### config.mk
export PLATFORM = sky130hd
export DESIGN_NAME = prg_bank_mapper
export DESIGN_NICKNAME = d
export VERILOG_FILES = /design/src/rtl/prg_map_pkg.sv /design/src/rtl/prg_regfile.sv /design/src/rtl/prg_bank_calc.sv /design/src/rtl/prg_bank_mapper.sv
export SDC_FILE = /design/constraint.sdc
export NUM_CORES = 1
export LEC_CHECK = 0
export BUFFER_PORTS_ARGS = -buffer_cell sky130_fd_sc_hd__buf_4
export CELL_PAD_IN_SITES_DETAIL_PLACEMENT = 1
export CELL_PAD_IN_SITES_GLOBAL_PLACEMENT = 2
export CORE_MARGIN = 1.5
export CORE_UTILIZATION = 30
export CTS_CLUSTER_SIZE = 30
export DETAILED_ROUTE_END_ITERATION = 12
export PLACE_DENSITY_LB_ADDON = 0.1
export SLEW_MARGIN = 20
export SYNTH_ARGS = -nofsm -noshare
export SYNTH_HDL_FRONTEND = slang
export SYNTH_SLANG_ARGS = --single-unit
### constraint.sdc
create_clock -name clk -period 1.7 [get_ports clk]
set_input_delay 0.085 -clock clk [delete_from_list [all_inputs] [get_ports clk]]
set_output_delay 0.085 -clock clk [all_outputs]
set_load 0.01 [all_outputs]
### src/rtl/prg_map_pkg.sv
package prg_map_pkg;

  typedef enum logic [1:0] {
    SCH_32K     = 2'd0,
    SCH_16K     = 2'd1,
    SCH_8K      = 2'd2,
    SCH_8K_REV  = 2'd3
  } scheme_e;

  // Mode values 4..7 are unsupported and fall back to the 32 KB scheme.
  function automatic scheme_e decode_scheme(input logic [2:0] sel);
    case (sel)
      3'd1:    decode_scheme = SCH_16K;
      3'd2:    decode_scheme = SCH_8K;
      3'd3:    decode_scheme = SCH_8K_REV;
      default: decode_scheme = SCH_32K;
    endcase
  endfunction

  localparam logic [3:0] BANK_REGION = 4'h8;
  localparam logic [3:0] CTRL_REGION = 4'hD;

endpackage

### src/rtl/prg_regfile.sv
module prg_regfile
  import prg_map_pkg::*;
#(
  parameter int ADDR_W  = 16,
  parameter int DATA_W  = 8,
  parameter int NREG    = 4,
  parameter int OUTER_W = 3
) (
  input  logic                           clk,
  input  logic                           rst,
  input  logic                           wr_en,
  input  logic [ADDR_W-1:0]              wr_addr,
  input  logic [DATA_W-1:0]              wr_data,
  output logic [NREG-1:0][DATA_W-1:0]    bank_regs,
  output logic [DATA_W-1:0]              mode_q,
  output logic [OUTER_W-1:0]             outer_q
);

  localparam int IDX_W = $clog2(NREG);

  logic [3:0]       region;
  logic [IDX_W-1:0] idx;
  logic             hit_bank;
  logic             hit_mode;
  logic             hit_outer;

  assign region    = wr_addr[ADDR_W-1 -: 4];
  assign idx       = wr_addr[IDX_W-1:0];
  assign hit_bank  = wr_en && (region == BANK_REGION);
  assign hit_mode  = wr_en && (region == CTRL_REGION) && (wr_addr[1:0] == 2'd0);
  assign hit_outer = wr_en && (region == CTRL_REGION) && (wr_addr[1:0] == 2'd3);

  for (genvar g = 0; g < NREG; g++) begin : g_bank
    always_ff @(posedge clk) begin
      if (rst)
        bank_regs[g] <= '0;
      else if (hit_bank && (idx == IDX_W'(g)))
        bank_regs[g] <= wr_data;
    end
  end

  always_ff @(posedge clk) begin
    if (rst) begin
      mode_q  <= '0;
      outer_q <= '0;
    end else begin
      if (hit_mode)
        mode_q <= wr_data;
      if (hit_outer)
        outer_q <= wr_data[OUTER_W-1:0];
    end
  end

  assert_mode_load_R2: assert property (@(posedge clk) disable iff (rst)
    (wr_en && wr_addr[ADDR_W-1 -: 4] == 4'hD && wr_addr[1:0] == 2'd0)
      |=> (mode_q == $past(wr_data)));

  assert_outer_load_R2: assert property (@(posedge clk) disable iff (rst)
    (wr_en && wr_addr[ADDR_W-1 -: 4] == 4'hD && wr_addr[1:0] == 2'd3)
      |=> (outer_q == $past(wr_data[OUTER_W-1:0])));

  assert_foreign_write_R2: assert property (@(posedge clk) disable iff (rst)
    (!wr_en || (wr_addr[ADDR_W-1 -: 4] != 4'h8 && wr_addr[ADDR_W-1 -: 4] != 4'hD))
      |=> ($stable(mode_q) && $stable(outer_q) && $stable(bank_regs)));

endmodule

### src/rtl/prg_bank_calc.sv
module prg_bank_calc
  import prg_map_pkg::*;
#(
  parameter int ADDR_W  = 16,
  parameter int DATA_W  = 8,
  parameter int NREG    = 4,
  parameter int OUTER_W = 3,
  parameter int BANK_W  = 8
) (
  input  logic [ADDR_W-1:0]            cpu_addr,
  input  logic [NREG-1:0][DATA_W-1:0]  bank_regs,
  input  logic [DATA_W-1:0]            mode_q,
  input  logic [OUTER_W-1:0]           outer_q,
  output logic [BANK_W-1:0]            bank_nx,
  output logic                         valid_nx
);

  localparam int IN8_W  = BANK_W - OUTER_W;
  localparam int IN16_W = IN8_W - 1;
  localparam int IN32_W = IN8_W - 2;
  localparam int WIN_W  = BANK_W - 2;
  localparam int WHI_W  = BANK_W - WIN_W;

  scheme_e          scheme;
  logic [2:0]       top3;
  logic             in_rom;
  logic             in_win;
  logic [1:0]       slot;
  logic [DATA_W-1:0] r_win;
  logic [IN8_W-1:0] raw8;
  logic [IN8_W-1:0] rev8;
  logic [IN8_W-1:0] win8_raw;
  logic [IN8_W-1:0] win8_rev;
  logic [WIN_W-1:0] win32;
  logic [WIN_W-1:0] win16;
  logic [BANK_W-1:0] rom_bank;
  logic [BANK_W-1:0] win_bank;

  assign scheme = decode_scheme(mode_q[2:0]);
  assign top3   = cpu_addr[ADDR_W-1 -: 3];
  assign in_rom = top3[2];
  assign in_win = (top3 == 3'b011) && mode_q[DATA_W-1];
  assign slot   = cpu_addr[ADDR_W-2 -: 2];
  assign r_win  = bank_regs[NREG-1];

  assign raw8     = (slot == 2'd3) ? '1 : bank_regs[slot][IN8_W-1:0];
  assign win8_raw = r_win[IN8_W-1:0];

  // Bit-reversed copies for the reversed 8 KB scheme
  for (genvar i = 0; i < IN8_W; i++) begin : g_rev
    assign rev8[i]     = raw8[IN8_W-1-i];
    assign win8_rev[i] = win8_raw[IN8_W-1-i];
  end

  // Window banks for the coarse schemes: reg*4+3 and reg*2+1, truncated
  assign win32 = WIN_W'({r_win, 2'b11});
  assign win16 = WIN_W'({r_win, 1'b1});

  always_comb begin
    unique case (scheme)
      SCH_16K: begin
        rom_bank = BANK_W'({outer_q, (slot[1] ? {IN16_W{1'b1}}
                                              : bank_regs[1][IN16_W-1:0])});
        win_bank = {outer_q[OUTER_W-1 -: WHI_W], win16};
      end
      SCH_8K: begin
        rom_bank = {outer_q, raw8};
        win_bank = {outer_q, win8_raw};
      end
      SCH_8K_REV: begin
        rom_bank = {outer_q, rev8};
        win_bank = {outer_q, win8_rev};
      end
      default: begin
        rom_bank = BANK_W'({outer_q, r_win[IN32_W-1:0]});
        win_bank = {outer_q[OUTER_W-1 -: WHI_W], win32};
      end
    endcase
  end

  always_comb begin
    if (in_rom) begin
      bank_nx  = rom_bank;
      valid_nx = 1'b1;
    end else if (in_win) begin
      bank_nx  = win_bank;
      valid_nx = 1'b1;
    end else begin
      bank_nx  = '0;
      valid_nx = 1'b0;
    end
  end

endmodule

### src/rtl/prg_bank_mapper.sv
module prg_bank_mapper
  import prg_map_pkg::*;
#(
  parameter int ADDR_W  = 16,
  parameter int DATA_W  = 8,
  parameter int NREG    = 4,
  parameter int OUTER_W = 3,
  parameter int BANK_W  = 8
) (
  input  logic              clk,
  input  logic              rst,
  input  logic              wr_en,
  input  logic [ADDR_W-1:0] wr_addr,
  input  logic [DATA_W-1:0] wr_data,
  input  logic [ADDR_W-1:0] cpu_addr,
  output logic [BANK_W-1:0] map_bank,
  output logic              map_valid
);

  localparam int IN8_W = BANK_W - OUTER_W;

  logic [NREG-1:0][DATA_W-1:0] bank_regs;
  logic [DATA_W-1:0]           mode_q;
  logic [OUTER_W-1:0]          outer_q;
  logic [BANK_W-1:0]           bank_nx;
  logic                        valid_nx;

  prg_regfile #(
    .ADDR_W(ADDR_W), .DATA_W(DATA_W), .NREG(NREG), .OUTER_W(OUTER_W)
  ) u_regs (
    .clk(clk), .rst(rst), .wr_en(wr_en), .wr_addr(wr_addr), .wr_data(wr_data),
    .bank_regs(bank_regs), .mode_q(mode_q), .outer_q(outer_q)
  );

  prg_bank_calc #(
    .ADDR_W(ADDR_W), .DATA_W(DATA_W), .NREG(NREG), .OUTER_W(OUTER_W), .BANK_W(BANK_W)
  ) u_calc (
    .cpu_addr(cpu_addr), .bank_regs(bank_regs), .mode_q(mode_q), .outer_q(outer_q),
    .bank_nx(bank_nx), .valid_nx(valid_nx)
  );

  always_ff @(posedge clk) begin
    if (rst) begin
      map_bank  <= '0;
      map_valid <= 1'b0;
    end else begin
      map_bank  <= bank_nx;
      map_valid <= valid_nx;
    end
  end

  assert_unmapped_low_R8: assert property (@(posedge clk) disable iff (rst)
    ($past(cpu_addr[ADDR_W-1 -: 3]) < 3'd3) |-> (!map_valid && map_bank == '0));

  assert_rom_mapped_R9: assert property (@(posedge clk) disable iff (rst)
    ($past(cpu_addr[ADDR_W-1]) && !$past(rst)) |-> map_valid);

  assert_window_gate_R7: assert property (@(posedge clk) disable iff (rst)
    ($past(cpu_addr[ADDR_W-1 -: 3] == 3'b011) && !$past(rst))
      |-> (map_valid == $past(mode_q[DATA_W-1])));

  assert_fixed_top_slot_R5: assert property (@(posedge clk) disable iff (rst)
    ($past(cpu_addr[ADDR_W-1 -: 3] == 3'b111 && mode_q[2:1] == 2'b01) && !$past(rst))
      |-> (map_bank[IN8_W-1:0] == '1));

endmodule

==> results of run 1 <==
[area by class of cell]
cell class              count  area share [%]
flip-flops and latches     36            32.1
repair buffers             35            11.7
well taps                  75            4.18
multi-input cells         147            46.7
inverters                   6            1.00
clock buffers               7            4.29
[layer usage]
layer | up-vias | global-route usage, % | routed length, um
li1 | 788 | - | -
met1 | 809 | 23.2 | 2450
met2 | 30 | 29.6 | 2550
met3 | 6 | 3.67 | 178
met4 | 0 | 5.59 | 51
met5 | - | 0 | 0
[where the power goes]
| group | total, mW | leakage [nW] | switching (mW) | internal (mW) |
|---|---|---|---|---|
| registers | 0.850 | 0.291 | 0.00322 | 0.847 |
| logic | 0.122 | 0.616 | 0.0710 | 0.0509 |
| clock network | 0.669 | 0.0503 | 0.308 | 0.361 |
| total | 1.64 | 0.957 | 0.382 | 1.26 |
[cell families after synthesis]
kind of cell	after synthesis	synth area share (%)
AOI/OAI and AO/OA	45	18.4
buffers and inverters	18	4.71
DFF	36	38.8
muxes	33	18.1
and+or+nand+nor	69	20.0
[cell usage after synthesis (all sizes together) (2+ instances only)]
| cell type | instances |
|---|---|
| a21oi | 9 |
| o32ai | 2 |
| nor3b | 4 |
| nand2b | 3 |
| mux2 | 2 |
| nand2 | 9 |
| dfxtp | 36 |
| clkbuf | 6 |
| o22a | 2 |
| o211ai | 2 |
| nor3 | 2 |
| o21ai | 8 |
| nor2b | 2 |
| or3b | 2 |
| nor2 | 35 |
| nand4b | 2 |
| a211oi | 3 |
| o21a | 2 |
| and3b | 2 |
| o221ai | 6 |
| buf | 6 |
| inv | 6 |
| mux2i | 31 |
[tightest hold or removal path: cells and delay by family]
family | cells | cell delay [ps]
buffers and inverters | 1 | 80
muxes | 1 | 50
and+or+nand+nor | 1 | 70
[sequential cells by signal, summed over array words and instances, names as in the netlist]
name	flops
map_bank	8
u_regs.outer_q	3
u_regs.mode_q	4
u_regs.bank_regs	20
map_valid	1
[worst min-delay path by stage]
stage	from	endpoint	slack, ps
2_1_floorplan	cpu_addr[15]	map_valid	230
3_3_place_gp	wr_data[7]	u_regs.mode_q[7]	330
3_5_place_dp	wr_data[7]	u_regs.mode_q[7]	340
4_1_cts	wr_data[7]	u_regs.mode_q[7]	40
5_1_grt	wr_data[7]	u_regs.mode_q[7]	50
6_report	wr_data[7]	u_regs.mode_q[7]	40
[per-stage QoR]
step / area [sq um] / hold slack (ps) / instances / setup slack, ps
after floorplan: 1860 / 228 / 201 / 420
final: 2250 / 35.6 / 306 / 202
after CTS: 2250 / 36.2 / 306 / 96.6
after global routing: 2250 / 53.7 / 306 / 60.0
after detailed placement: 2150 / 342 / 299 / 120
after global placement: 2150 / 326 / 299 / 91.1
==> impl_metrics.env, run 1 <==
export IMPL_drt_pass1_iterations=4
export IMPL_critPathKind="reg2reg"
export IMPL_yosysUniqueCellTypes=49
export IMPL_drc=0
export IMPL_cts_sinks=36
export IMPL_syn_cell_area_sq_um=1860
export IMPL_h_tree_depth=2
export IMPL_synth_async_sr_flop_share_pct=0
export IMPL_synth_seq_area_share_pct=38.8
export IMPL_post_cts_buffers=0
export IMPL_synth_main_ff_cell="dfxtp_1"
export IMPL_grt_max_degree=35
export IMPL_crit_path_start_kind="flop"
export IMPL_die_y_um=81.7
export IMPL_area_growth_pct=20.9
export IMPL_gp_congestion=0.778
export IMPL_numCtsBuffers=5
export IMPL_drv_slew=0
export IMPL_yosysTopAreaCell="dfxtp_1"
export IMPL_avgSynthCellArea_sq_um=9.24
export IMPL_cp_top_family="compound AO/OA/AOI/OAI gates"
export IMPL_syn_num_nets=244
export IMPL_core_area_sq_um=5960
export IMPL_r2r_slack_ps=200
export IMPL_regArea_sq_um=722
export IMPL_antenna_found_initial=0
export IMPL_nFillCells=715
export IMPL_grt_ovfl_total=0
export IMPL_postCtsHoldBufs=0
export IMPL_crit_chain="buf_4 -> nand2b_1 -> o32ai_1 -> o31ai_1 -> a21oi_1"
export IMPL_start_util_pct=31.2
export IMPL_startpoint="u_regs.mode_q[0]"
export IMPL_r2r_cells=5
export IMPL_synthCells=201
export IMPL_critPathMaxFanout=10
export IMPL_grt_pass1_wl_um=8830
export IMPL_cts_tree="done"
export IMPL_cts_root_buf="clkbuf_8"
export IMPL_die_w_um=81.7
export IMPL_power_mw=1.64
export IMPL_synth_seq_cells=36
export IMPL_fin_crit_ps=1500
export IMPL_leakage_nw=0.957
export IMPL_die_area_sq_um=6670
export IMPL_post_cts_resized=0
export IMPL_hold_violations=0
export IMPL_outcome="completed"
export IMPL_clockBufferDepth=2
export IMPL_max_freq_mhz=668
export IMPL_ys_warn_count=0
export IMPL_cp_depth=5
export IMPL_vias=1633
export IMPL_io_buffers=26
export IMPL_ant_nets=0
export IMPL_tns_ps=0
export IMPL_worstHoldPathType="in2reg"
export IMPL_multiInputGateArea_sq_um=1050
export IMPL_final_nets=274
export IMPL_p_per_area_nw_per_um2=731
export IMPL_worst_ep_arrival_time_ps=1720
export IMPL_routed_wl_um=5230
export IMPL_r2r_start="u_regs.mode_q[0]"
export IMPL_tightestPinTransition_ps=451
export IMPL_synth_area_leaders="dfxtp_1 (39%), mux2i_1 (16%), nor2_1 (7.1%)"
export IMPL_dpl_hpwl_um=3890
export IMPL_rows=28
export IMPL_endpoint="map_bank[0]"
export IMPL_crit_buf_inv=1
export IMPL_io_pins=52
export IMPL_cp_required_ps=1920
export IMPL_antenna_cells=0
export IMPL_fin_crit_sh_pct=88.1
export IMPL_holdPathStages=3
export IMPL_netlist_area_leader_share_pct=38.8
export IMPL_grt_setup_unrepaired="false"
export IMPL_final_setup_viol_count=0
export IMPL_worst_setup_path_end_kind="flop"
export IMPL_avgRoutedWirePerCell_um=17.1
export IMPL_cp_slowest_cell="dfxtp_1"
export IMPL_ir_drop_mv=0.280
export IMPL_viasPerCell=5.34
export IMPL_layout_drive_gt1_share_pct=23.8
export IMPL_clkTransAtPathRegs_ps=70
export IMPL_critPathMaxStageDelay_ps=470
export IMPL_drt_iter0_drc=79
export IMPL_skew_ps=6.54
export IMPL_layout_common_cells="nor2_1 (35), buf_4 (35), dfxtp_1 (35)"
export IMPL_timing_slew_headroom_pct=69.7
export IMPL_r2r_end="map_bank[0]"
export IMPL_groute_usage_overall_pct=17.8
export IMPL_synth_edf_count=0
export IMPL_cap_violations=0
export IMPL_first_global_vias=1678
export IMPL_clock_latency_ps=290
export IMPL_post_route_util_pct=37.7
Note: power is estimated with default switching activity, not from simulation.
==> run 2: changes to the inputs <==
--- a/config.mk
+++ b/config.mk
@@ -5,15 +5,16 @@
 export SDC_FILE = /design/constraint.sdc
 export NUM_CORES = 1
 export LEC_CHECK = 0
+export ABC_CLOCK_PERIOD_IN_PS = 1700
 export BUFFER_PORTS_ARGS = -buffer_cell sky130_fd_sc_hd__buf_4
 export CELL_PAD_IN_SITES_DETAIL_PLACEMENT = 1
 export CELL_PAD_IN_SITES_GLOBAL_PLACEMENT = 2
-export CORE_MARGIN = 1.5
-export CORE_UTILIZATION = 30
+export CORE_UTILIZATION = 35
 export CTS_CLUSTER_SIZE = 30
 export DETAILED_ROUTE_END_ITERATION = 12
 export PLACE_DENSITY_LB_ADDON = 0.1
 export SLEW_MARGIN = 20
 export SYNTH_ARGS = -nofsm -noshare
 export SYNTH_HDL_FRONTEND = slang
+export SYNTH_HIERARCHICAL = 1
 export SYNTH_SLANG_ARGS = --single-unit
==> run 2 against run 1 <==
  * Register-to-register slack lost 30 ps
  * Clock power increased by 13%
  * Sequential share of layout area shrank 2.0 points
  * Utilization is 4.9 points higher
  * Cell count increased by 0.65%
  * Via count shrank 2.2%
  * Die area fell by 7.0%
  * Combinational power grew 14%
  * Flip-flop and latch count is the same
  * Critical path depth is the same
  * Total power increased by 6.3%
  * Critical endpoint is now map_bank[3]
==> impl_metrics.env, run 2 <==
export IMPL_outcome="completed"
export IMPL_drc=0
export IMPL_fin_ws_ps=174
export IMPL_routed_wl_um=5070
export IMPL_drt_iter0_drc=62
export IMPL_fin_crit_ps=1530
export IMPL_p_int_mw=1.34
export IMPL_cap_violations=0
export IMPL_ir_drop_mv=0.387
export IMPL_max_freq_mhz=655
export IMPL_post_cts_resized=0
export IMPL_r2r_cells=5
export IMPL_drv_slew=0
export IMPL_pre_cts_ws_ps=160
export IMPL_layout_drive_gt1_share_pct=22.0
export IMPL_holdPathStages=3
export IMPL_avgSynthCellArea_sq_um=9.65
export IMPL_grt_ovfl_total=0
export IMPL_worst_ep_arrival_time_ps=1700
export IMPL_switchingPower_uw=400
export IMPL_clockBufferDepth=2
export IMPL_clkTransAtPathRegs_ps=80
export IMPL_dpl_hpwl_um=3780
export IMPL_timing_slew_headroom_pct=70.6
export IMPL_finalHoldWorstSlack_ps=60.1
export IMPL_cp_required_ps=1870
export IMPL_gp_congestion=0.778
export IMPL_r2r_start="u_regs/mode_q[0]"
export IMPL_avgRoutedWirePerCell_um=16.5
export IMPL_vias=1597
export IMPL_top_register="u_regs/bank_regs"
export IMPL_p_per_area_nw_per_um2=730
export IMPL_drt_pass1_iterations=4
export IMPL_syn_cell_area_sq_um=2060
export IMPL_skew_ps=2.43
export IMPL_wl_met3_um=134
export IMPL_cts_root_buf="clkbuf_8"
export IMPL_switching_share_pct=22.9
export IMPL_layout_commonest_cell="nand2b_1"
export IMPL_io_pins=52
export IMPL_clock_latency_ps=280
export IMPL_layout_common_cells="nand2b_1 (37), dfxtp_1 (36), mux2i_1 (34)"
export IMPL_grt_setup_unrepaired="false"
export IMPL_rows=27
export IMPL_routed_wl_met2_um=2550
export IMPL_ant_nets=0
export IMPL_tns_ps=0
export IMPL_io_buffers=26
export IMPL_cts_sinks=36
export IMPL_top_regs="u_regs/bank_regs (20), map_bank (8), u_regs/mode_q (4)"
export IMPL_comb_power_share_pct=7.9
export IMPL_worstHoldStart="wr_data[7]"
export IMPL_final_setup_viol_count=0
export IMPL_fin_cells=308
export IMPL_groute_usage_overall_pct=17.7
export IMPL_die_y_um=78.8
export IMPL_top_layer="met4"
export IMPL_hold_end="u_regs/mode_q[7]"
export IMPL_critPathMaxFanout=8
export IMPL_critPathKind="reg2reg"
export IMPL_r2r_end="map_bank[3]"
export IMPL_tightestPinTransition_ps=439
export IMPL_cts_tree="done"
export IMPL_p_seq_share_pct=48.7
export IMPL_worstHoldPathType="in2reg"
export IMPL_crit_path_start_kind="flop"
export IMPL_numCtsBuffers=5
export IMPL_antenna_cells=0
export IMPL_grt_pass1_wl_um=8340
export IMPL_first_global_vias=1599
export IMPL_die_area_sq_um=6210
export IMPL_final_nets=278
export IMPL_wl_met1_um=2330
export IMPL_fin_crit_sh_pct=89.8
export IMPL_antenna_found_initial=0
export IMPL_start_util_pct=36.8
export IMPL_core_area_sq_um=5610
export IMPL_area_growth_pct=15.8
export IMPL_grt_max_degree=43
export IMPL_power_mw=1.74
export IMPL_dp_cells=300
export IMPL_post_cts_buffers=0
export IMPL_h_tree_depth=2
export IMPL_syn_num_nets=257
export IMPL_leakage_nw=1.01
export IMPL_die_w_um=78.8
export IMPL_viasPerCell=5.19
export IMPL_ys_warn_count=6
export IMPL_synthCells=214
export IMPL_largest_register_ffs=20
export IMPL_hold_violations=0
export IMPL_nFillCells=664
export IMPL_p_clk_share_pct=43.3
export IMPL_r2r_slack_ps=170
export IMPL_postCtsHoldBufs=0
export IMPL_worst_setup_path_end_kind="flop"
==> run 2: power groups by stage <==
stage,combinational [mW],clock [mW],sequential (mW)
2_1_floorplan,0.0835,0,0.869
3_3_place_gp,0.135,0,0.870
3_5_place_dp,0.141,0,0.870
4_1_cts,0.140,0.782,0.850
5_1_grt,0.150,0.822,0.850
6_report,0.139,0.756,0.850
==> run 2: layout make-up <==
type | count | area [sq um] | area share [%]
repair buffers | 31 | 245 | 10.3
multi-input cells | 159 | 1210 | 50.8
clock buffers | 5 | 68.8 | 2.88
well taps | 72 | 90.1 | 3.77
inverters | 2 | 7.51 | 0.314
clock inverters | 3 | 42.5 | 1.78
flip-flops and latches | 36 | 721 | 30.2
==> run 2: metrics by stage <==
step | cell area [sq um] | utilization [%]
6_report | 2390 | 42.6
5_1_grt | 2390 | 42.6
4_1_cts | 2390 | 42.6
3_5_place_dp | 2280 | 40.6
3_3_place_gp | 2280 | 40.6
2_1_floorplan | 2060 | -
==> run 2: critical path, stage by stage (launching register included) <==
cell	delay, ps
dfxtp_1	590
nand2b_4	150
o22a_1	230
o221ai_1	190
o211ai_1	110
nor2b_1	130
==> run 2: routing by layer <==
| layer | up-vias | global-route usage [%] |
|---|---|---|
| met5 | - | 0 |
| met4 | 0 | 5.37 |
| met3 | 7 | 3.22 |
| met2 | 23 | 31.0 |
| met1 | 777 | 21.9 |
| li1 | 790 | - |
==> run 2: how the worst max path moves through the flow <==
stage	slack (ps)	startpoint	cells past startpoint	endpoint
floorplan	400	u_regs/mode_q[0]	7	map_bank[3]
finish	170	u_regs/mode_q[0]	5	map_bank[3]
CTS	160	u_regs/mode_q[0]	5	map_bank[3]
global placement	170	u_regs/mode_q[0]	5	map_bank[3]
global route	80	u_regs/mode_q[0]	5	map_bank[1]
detailed placement	160	u_regs/mode_q[0]	5	map_bank[3]
